==> src/rtl/enc8b10b_pkg.sv <==
package enc8b10b_pkg;
  localparam int BYTE_W = 8;
  localparam int X_W    = 5;
  localparam int Y_W    = BYTE_W - X_W;
  localparam int S6_W   = X_W + 1;
  localparam int S4_W   = Y_W + 1;
  localparam int CODE_W = S6_W + S4_W;

  typedef struct packed {
    logic              vld;
    logic              k;
    logic              err;
    logic [BYTE_W-1:0] dat;
    logic              frc;
    logic              ext;
  } s1_t;

  typedef struct packed {
    logic            vld;
    logic            err;
    logic            k;
    logic [S6_W-1:0] raw6;
    logic            flip6;
    logic            unb6;
    logic [Y_W-1:0]  y;
    logic [S4_W-1:0] raw4;
    logic            a7n;
    logic            a7p;
    logic            frc;
    logic            ext;
  } s2_t;

  // negative-disparity form, abcdei with a in the msb
  function automatic logic [S6_W-1:0] sub6(input logic [X_W-1:0] x);
    unique case (x)
      5'd0:  return 6'b100111;  5'd1:  return 6'b011101;
      5'd2:  return 6'b101101;  5'd3:  return 6'b110001;
      5'd4:  return 6'b110101;  5'd5:  return 6'b101001;
      5'd6:  return 6'b011001;  5'd7:  return 6'b111000;
      5'd8:  return 6'b111001;  5'd9:  return 6'b100101;
      5'd10: return 6'b010101;  5'd11: return 6'b110100;
      5'd12: return 6'b001101;  5'd13: return 6'b101100;
      5'd14: return 6'b011100;  5'd15: return 6'b010111;
      5'd16: return 6'b011011;  5'd17: return 6'b100011;
      5'd18: return 6'b010011;  5'd19: return 6'b110010;
      5'd20: return 6'b001011;  5'd21: return 6'b101010;
      5'd22: return 6'b011010;  5'd23: return 6'b111010;
      5'd24: return 6'b110011;  5'd25: return 6'b100110;
      5'd26: return 6'b010110;  5'd27: return 6'b110110;
      5'd28: return 6'b001110;  5'd29: return 6'b101110;
      5'd30: return 6'b011110;  default: return 6'b101011;
    endcase
  endfunction

  // negative-disparity form, fghj; y=7 gives the primary form
  function automatic logic [S4_W-1:0] sub4(input logic [Y_W-1:0] y, input logic k);
    logic [S4_W-1:0] r;
    unique case (y)
      3'd0: r = 4'b1011;  3'd1: r = 4'b1001;
      3'd2: r = 4'b0101;  3'd3: r = 4'b1100;
      3'd4: r = 4'b1101;  3'd5: r = 4'b1010;
      3'd6: r = 4'b0110;  default: r = k ? 4'b0111 : 4'b1110;
    endcase
    if (k && (y == 3'd1 || y == 3'd2 || y == 3'd5 || y == 3'd6)) r = ~r;
    return r;
  endfunction

  function automatic logic k_legal(input logic [BYTE_W-1:0] b);
    logic [X_W-1:0] x;
    x = b[X_W-1:0];
    return (x == 5'd28) ||
           ((b[BYTE_W-1:X_W] == 3'd7) &&
            (x == 5'd23 || x == 5'd27 || x == 5'd29 || x == 5'd30));
  endfunction
endpackage

==> src/rtl/enc_in_stage.sv <==
module enc_in_stage
  import enc8b10b_pkg::*;
#(
  parameter logic [BYTE_W-1:0] IDLE_CHAR = 8'hBC
) (
  input  logic              clk_i,
  input  logic              rst_ni,
  input  logic              en_i,
  input  logic              ctl_i,
  input  logic              idle_ins_i,
  input  logic [BYTE_W-1:0] byte_i,
  input  logic              rd_ext_i,
  input  logic              rd_force_i,
  output s1_t               s1_o
);
  s1_t s1_q;
  logic ok;

  assign ok = k_legal(byte_i);

  always_ff @(posedge clk_i or negedge rst_ni) begin
    if (!rst_ni) begin
      s1_q <= '0;
    end else begin
      s1_q.vld <= en_i | idle_ins_i;
      s1_q.frc <= (en_i | idle_ins_i) & rd_force_i;
      s1_q.ext <= (en_i | idle_ins_i) & rd_ext_i;
      if (en_i) begin
        s1_q.k   <= ctl_i & ok;
        s1_q.err <= ctl_i & ~ok;
        s1_q.dat <= byte_i;
      end else if (idle_ins_i) begin
        s1_q.k   <= 1'b1;
        s1_q.err <= 1'b0;
        s1_q.dat <= IDLE_CHAR;
      end else begin
        s1_q.k   <= 1'b0;
        s1_q.err <= 1'b0;
        s1_q.dat <= '0;
      end
    end
  end

  assign s1_o = s1_q;


  err_only_valid_s1_chk: assert property (@(posedge clk_i) disable iff (!rst_ni)
    s1_q.err |-> (s1_q.vld && !s1_q.k));
endmodule

==> src/rtl/enc_lut_stage.sv <==
module enc_lut_stage
  import enc8b10b_pkg::*;
(
  input  logic clk_i,
  input  logic rst_ni,
  input  s1_t  s1_i,
  output s2_t  s2_o
);
  logic [X_W-1:0]  x;
  logic [Y_W-1:0]  y;
  logic [S6_W-1:0] raw6;
  logic            unb6;
  s2_t             s2_q;

  assign x = s1_i.dat[X_W-1:0];
  assign y = s1_i.dat[BYTE_W-1:X_W];

  always_comb begin
    raw6 = (s1_i.k && x == 5'd28) ? 6'b001111 : sub6(x);
    unb6 = ($countones(raw6) != 3);
  end

  always_ff @(posedge clk_i or negedge rst_ni) begin
    if (!rst_ni) begin
      s2_q <= '0;
    end else begin
      s2_q.vld   <= s1_i.vld;
      s2_q.err   <= s1_i.err;
      s2_q.k     <= s1_i.k;
      s2_q.raw6  <= raw6;
      s2_q.unb6  <= unb6;
      s2_q.flip6 <= unb6 | (raw6 == 6'b111000);
      s2_q.y     <= y;
      s2_q.raw4  <= sub4(y, s1_i.k);
      s2_q.a7n   <= ~s1_i.k & (x == 5'd17 || x == 5'd18 || x == 5'd20);
      s2_q.a7p   <= ~s1_i.k & (x == 5'd11 || x == 5'd13 || x == 5'd14);
      s2_q.frc   <= s1_i.frc;
      s2_q.ext   <= s1_i.ext;
    end
  end

  assign s2_o = s2_q;


  raw6_weight_chk: assert property (@(posedge clk_i) disable iff (!rst_ni)
    s2_q.vld |-> ($countones(s2_q.raw6) == 3 || $countones(s2_q.raw6) == 4));
endmodule

==> src/rtl/enc_rd_stage.sv <==
module enc_rd_stage
  import enc8b10b_pkg::*;
(
  input  logic              clk_i,
  input  logic              rst_ni,
  input  s2_t               s2_i,
  output logic [CODE_W-1:0] code_o,
  output logic              vld_o,
  output logic              err_o,
  output logic              rd_o,
  output logic              rd_chain_o
);
  logic              rd_q, vld_q, err_q;
  logic [CODE_W-1:0] code_q;
  logic              rd_in, rd_mid, rd_end, use_alt, flip4, unb4;
  logic [S6_W-1:0]   c6;
  logic [S4_W-1:0]   r4, c4;

  always_comb begin
    rd_in   = s2_i.frc ? s2_i.ext : rd_q;
    c6      = (rd_in & s2_i.flip6) ? ~s2_i.raw6 : s2_i.raw6;
    rd_mid  = rd_in ^ s2_i.unb6;
    use_alt = (s2_i.y == 3'd7) &
              (s2_i.k | (~rd_mid & s2_i.a7n) | (rd_mid & s2_i.a7p));
    r4      = use_alt ? 4'b0111 : s2_i.raw4;
    unb4    = (s2_i.y == 3'd0) | (s2_i.y == 3'd4) | (s2_i.y == 3'd7);
    flip4   = s2_i.k | unb4 | (s2_i.y == 3'd3);
    c4      = (rd_mid & flip4) ? ~r4 : r4;
    rd_end  = rd_mid ^ unb4;
  end

  assign rd_chain_o = s2_i.vld ? rd_end : rd_q;

  always_ff @(posedge clk_i or negedge rst_ni) begin
    if (!rst_ni) begin
      rd_q   <= 1'b0;
      vld_q  <= 1'b0;
      err_q  <= 1'b0;
      code_q <= '0;
    end else begin
      rd_q   <= rd_chain_o;
      vld_q  <= s2_i.vld;
      err_q  <= s2_i.err;
      code_q <= s2_i.vld ? {c6, c4} : '0;
    end
  end

  assign code_o = code_q;
  assign vld_o  = vld_q;
  assign err_o  = err_q;
  assign rd_o   = rd_q;


  code_weight_chk: assert property (@(posedge clk_i) disable iff (!rst_ni)
    vld_o |-> ($countones(code_o) >= 4 && $countones(code_o) <= 6));

  heavy_ends_pos_chk: assert property (@(posedge clk_i) disable iff (!rst_ni)
    (vld_o && $countones(code_o) == 6) |-> rd_o);

  light_ends_neg_chk: assert property (@(posedge clk_i) disable iff (!rst_ni)
    (vld_o && $countones(code_o) == 4) |-> !rd_o);

  gap_zero_chk: assert property (@(posedge clk_i) disable iff (!rst_ni)
    !vld_o |-> (code_o == '0 && !err_o));

  gap_hold_chk: assert property (@(posedge clk_i) disable iff (!rst_ni)
    !vld_o |-> (rd_o == $past(rd_o)));
endmodule

==> src/rtl/enc8b10b_idle.sv <==
module enc8b10b_idle
  import enc8b10b_pkg::*;
#(
  parameter logic [7:0] IDLE_CHAR = 8'hBC
) (
  input  logic       clk_i,
  input  logic       rst_ni,
  input  logic       en_i,
  input  logic       ctl_i,
  input  logic       idle_ins_i,
  input  logic [7:0] byte_i,
  input  logic       rd_ext_i,
  input  logic       rd_force_i,
  output logic [9:0] code_o,
  output logic       vld_o,
  output logic       ctl_err_o,
  output logic       rd_o,
  output logic       rd_chain_o
);
  s1_t s1;
  s2_t s2;

  enc_in_stage #(.IDLE_CHAR(IDLE_CHAR)) u_in (
    .clk_i, .rst_ni, .en_i, .ctl_i, .idle_ins_i, .byte_i,
    .rd_ext_i, .rd_force_i, .s1_o(s1)
  );

  enc_lut_stage u_lut (.clk_i, .rst_ni, .s1_i(s1), .s2_o(s2));

  enc_rd_stage u_rd (
    .clk_i, .rst_ni, .s2_i(s2), .code_o, .vld_o, .err_o(ctl_err_o),
    .rd_o, .rd_chain_o
  );


  err_implies_vld_chk: assert property (@(posedge clk_i) disable iff (!rst_ni)
    ctl_err_o |-> vld_o);
endmodule

==> config.mk <==
export PLATFORM = sky130hd
export DESIGN_NAME = enc8b10b_idle
export DESIGN_NICKNAME = d
export VERILOG_FILES = /design/src/rtl/enc8b10b_pkg.sv /design/src/rtl/enc_in_stage.sv /design/src/rtl/enc_lut_stage.sv /design/src/rtl/enc_rd_stage.sv /design/src/rtl/enc8b10b_idle.sv
export SDC_FILE = /design/constraint.sdc
export NUM_CORES = 1
export LEC_CHECK = 0
export ABC_AREA = 1
export BUFFER_PORTS_ARGS = -buffer_cell sky130_fd_sc_hd__buf_2
export CORE_MARGIN = 2
export CORE_UTILIZATION = 51
export DETAILED_ROUTE_END_ITERATION = 8
export PLACE_DENSITY = 0.74
export REMOVE_ABC_BUFFERS = 1
export SYNTH_ARGS = -nofsm -noshare
export SYNTH_HDL_FRONTEND = slang
export SYNTH_SLANG_ARGS = --single-unit
==> constraint.sdc <==
create_clock -name clk_i -period 2.54 [get_ports clk_i]
set_clock_uncertainty 0.15 [all_clocks]
set_input_delay 0.127 -clock clk_i [delete_from_list [all_inputs] [get_ports clk_i]]
set_output_delay 0.127 -clock clk_i [all_outputs]
set_load 0.02 [all_outputs]
==> metrics.txt <==
largest buffer count on any clock path 2; DRT Pass-1 Iters 4; Max transition margin 61.20%; mux cell area share after synthesis 0.4391%; RSZ-0062 raised after global routing yes; Area after DPL 0.002656 mm2; remaining global-route overflow 0; Post-synth EDFFs 0; Layout Nets 367; CTS HTree Levels 2; DRT Wirelength 5223 um; post-DP HPWL 3261 um; total number of vias 1,983; top post-synthesis cells by area dfrtp_1, ha_1, nand2_1; first-pass GRT wire length 8963 um; Synth Area in Adders 9.440%; Clock transition at path regs 0.09 ns; share of layout cells above drive strength 1 32.05%; P&R area growth vs syn 42.26%; failing checks negative setup slack; cell count after synthesis 244; synth unique cells 28; final std cells w/o fill 389; Die Footprint 0.005020 mm2; top_reg_cell synth dfrtp_1; FF+latch count, synth 48; core footprint 0.004324 mm2; area of the multi-input gates 0.001076 mm2; post-layout util 75.00%; Chip Width 70.86 um; Worst-Skew Late Latency 0.30 ns; pre-CTS setup slack -0.4275 ns; Synth Area in Compound Gates 9.056%; startpoint types register; root buffer cell clkbuf_8; clock sink count 48; placed cells 346; CTS tree yes; Finished Cell Area 0.003243 mm2; top sig layer met4; leakage 1.630 nW; Setup WS post-layout -0.3840 ns; endpoints failing hold 0; Worst Path Required 2.58 ns; fin crit period 2.924 ns; most common cell in the netlist dfrtp_1; Ant. Diodes 0; Synth async-reset ratio 100.0%; met3 WL 266 um; XOR/XNOR share of the synthesized area 3.458%; initial antenna violation count 0; Max Fclk 342.0 MHz; fin. max-slew vios 0; wire per inst 13.43 um; Initial Util 52.72%; Power Density 668.3 mW/mm2; VDD IR max 0.0004385 V; Commonest cells post-synth dfrtp_1, nand2_1, inv_1; DR vias/cell 5.098; total CTS buffers 5; CP Capture Type register; Row Count 24; Synth Warn # 0; met1 WL 1967 um; DRT iter0 DRCs 84; Residual DRC 0; Mapped Area 0.002280 mm2; post-route setup TNS -0.6775 ns; Worst-Margin Slew 0.5820 ns; Critical Setup Path Class register to register; # fillers 285; Worst Hold Slack 0.2006 ns; syn avg cell area 9.343 um2; Antenna Nets Post-Route 0; Simple-Gate Fraction of Synth Area 17.78%; sequential area share after synthesis 52.69%; HP Class input port to asynchronous set/reset pin; crit path DAT 2.96 ns; met2 wire len 2870 um; status finished with violations; # port buffers 28; Die Ht 70.86 um; share of the synthesized area in the top cell type 52.69%; post-synth top area cell dfrtp_1; Register Area 0.001201 mm2; crit path max fanout 4; I/O pin cnt 29; Power, Total 2.167 mW; # setup viols final 2; share of the clock period used by the worst path 115.1%; max-cap viol count 0; Placer Congestion 0.9461; number of global-route vias before repair 2,081; largest family of logic cells by synthesized area simple AND/OR/NAND/NOR gates; largest net degree at the start of global routing 29; GRT Util Overall 22.61%
[logic make-up after synthesis]
logic type                 after synthesis
and+or+nand+nor                         93
muxes                                    1
xor gates and xnor gates                 9
adders and majority gates               16
buffers and inverters                   42
DFF                                     48
AOI/OAI and AO/OA                       35
[layout make-up]
cell class / instances / share of cell area (%)
Multi-Input combinational cell: 154 / 33.18
Clock inverter: 3 / 0.5787
Sequential cell: 48 / 37.04
Tap cell: 52 / 2.006
Inverter: 39 / 4.745
Clock buffer: 5 / 2.122
Timing Repair Buffer: 88 / 20.33
[worst max-delay path, stage by stage, from the launching register on]
cell,delay [ns]
dfrtp_1,0.41
inv_4,0.08
buf_6,0.11
buf_4,0.11
buf_4,0.13
ha_4,0.16
o221ai_4,0.19
a211oi_4,0.10
ha_2,0.22
fa_1,0.54
ha_4,0.28
nand3b_1,0.10
a31o_2,0.23
[layout by cell type, fill, tap and decap left out, drive strengths merged]
| cell | instances |
|---|---|
| buf | 65 |
| dfrtp | 48 |
| nand2 | 40 |
| inv | 39 |
| nor2 | 27 |
| dlygate4sd3 | 23 |
| nand3 | 21 |
| o21ai | 16 |
| ha | 14 |
| xor2 | 8 |
| a21oi | 7 |
| clkbuf | 5 |
| o22ai | 4 |
| nor3 | 3 |
| clkinv | 3 |
| a31o | 2 |
| o221ai | 2 |
| a31oi | 2 |
| fa | 2 |
| nor4 | 1 |
| o21a | 1 |
| a211oi | 1 |
| mux2i | 1 |
| nand3b | 1 |
| xnor2 | 1 |
[worst paths after layout]
kind / startpoint / end / slack [ns] / depth (start not counted)
hold reg to reg: u_in.s1_o[1]$_DFF_PN0_ / u_lut.s2_o[1]$_DFF_PN0_ / 0.20 / 0
setup / recovery: u_in.s1_o[2]$_DFF_PN0_ / u_lut.s2_o[12]$_DFF_PN0_ / -0.38 / 12
hold / removal: rst_ni / u_lut.s2_o[17]$_DFF_PN0_ / 0.20 / 2
setup reg to reg: u_in.s1_o[2]$_DFF_PN0_ / u_lut.s2_o[12]$_DFF_PN0_ / -0.38 / 12
min in group clk_i: u_in.s1_o[1]$_DFF_PN0_ / u_lut.s2_o[1]$_DFF_PN0_ / 0.20 / 0
max in group asynchronous: rst_ni / u_in.s1_o[7]$_DFF_PN0_ / 1.46 / 3
[routing by layer]
layer / up-vias / global-route usage (%)
met4: 0 / 7.757
li1: 964 / -
met5: - / 0
met1: 934 / 25.14
met2: 70 / 42.16
met3: 15 / 5.271
[state kept, by name, indices dropped and copies added, names as in the netlist]
name         count
u_lut.s2_o      22
u_in.s1_o       13
u_rd.code_o     10
u_rd.err_o       1
u_rd.rd_o        1
u_rd.vld_o       1
[where the power goes]
part           leakage (nW)  internal [mW]  switching (mW)
logic                  1.01          0.342           0.445
registers             0.573          0.885          0.0503
clock network        0.0479          0.192           0.254
[repair_timing]
action	CTS	global route
buffers inserted	11	3
resized for setup	34	10
pin swaps	19	9
endpoints found under the setup margin	2	2
endpoints found under the hold margin	39	0
hold buffers	23	0
gates cloned	0	0
Note: power is estimated with default switching activity, not from simulation.
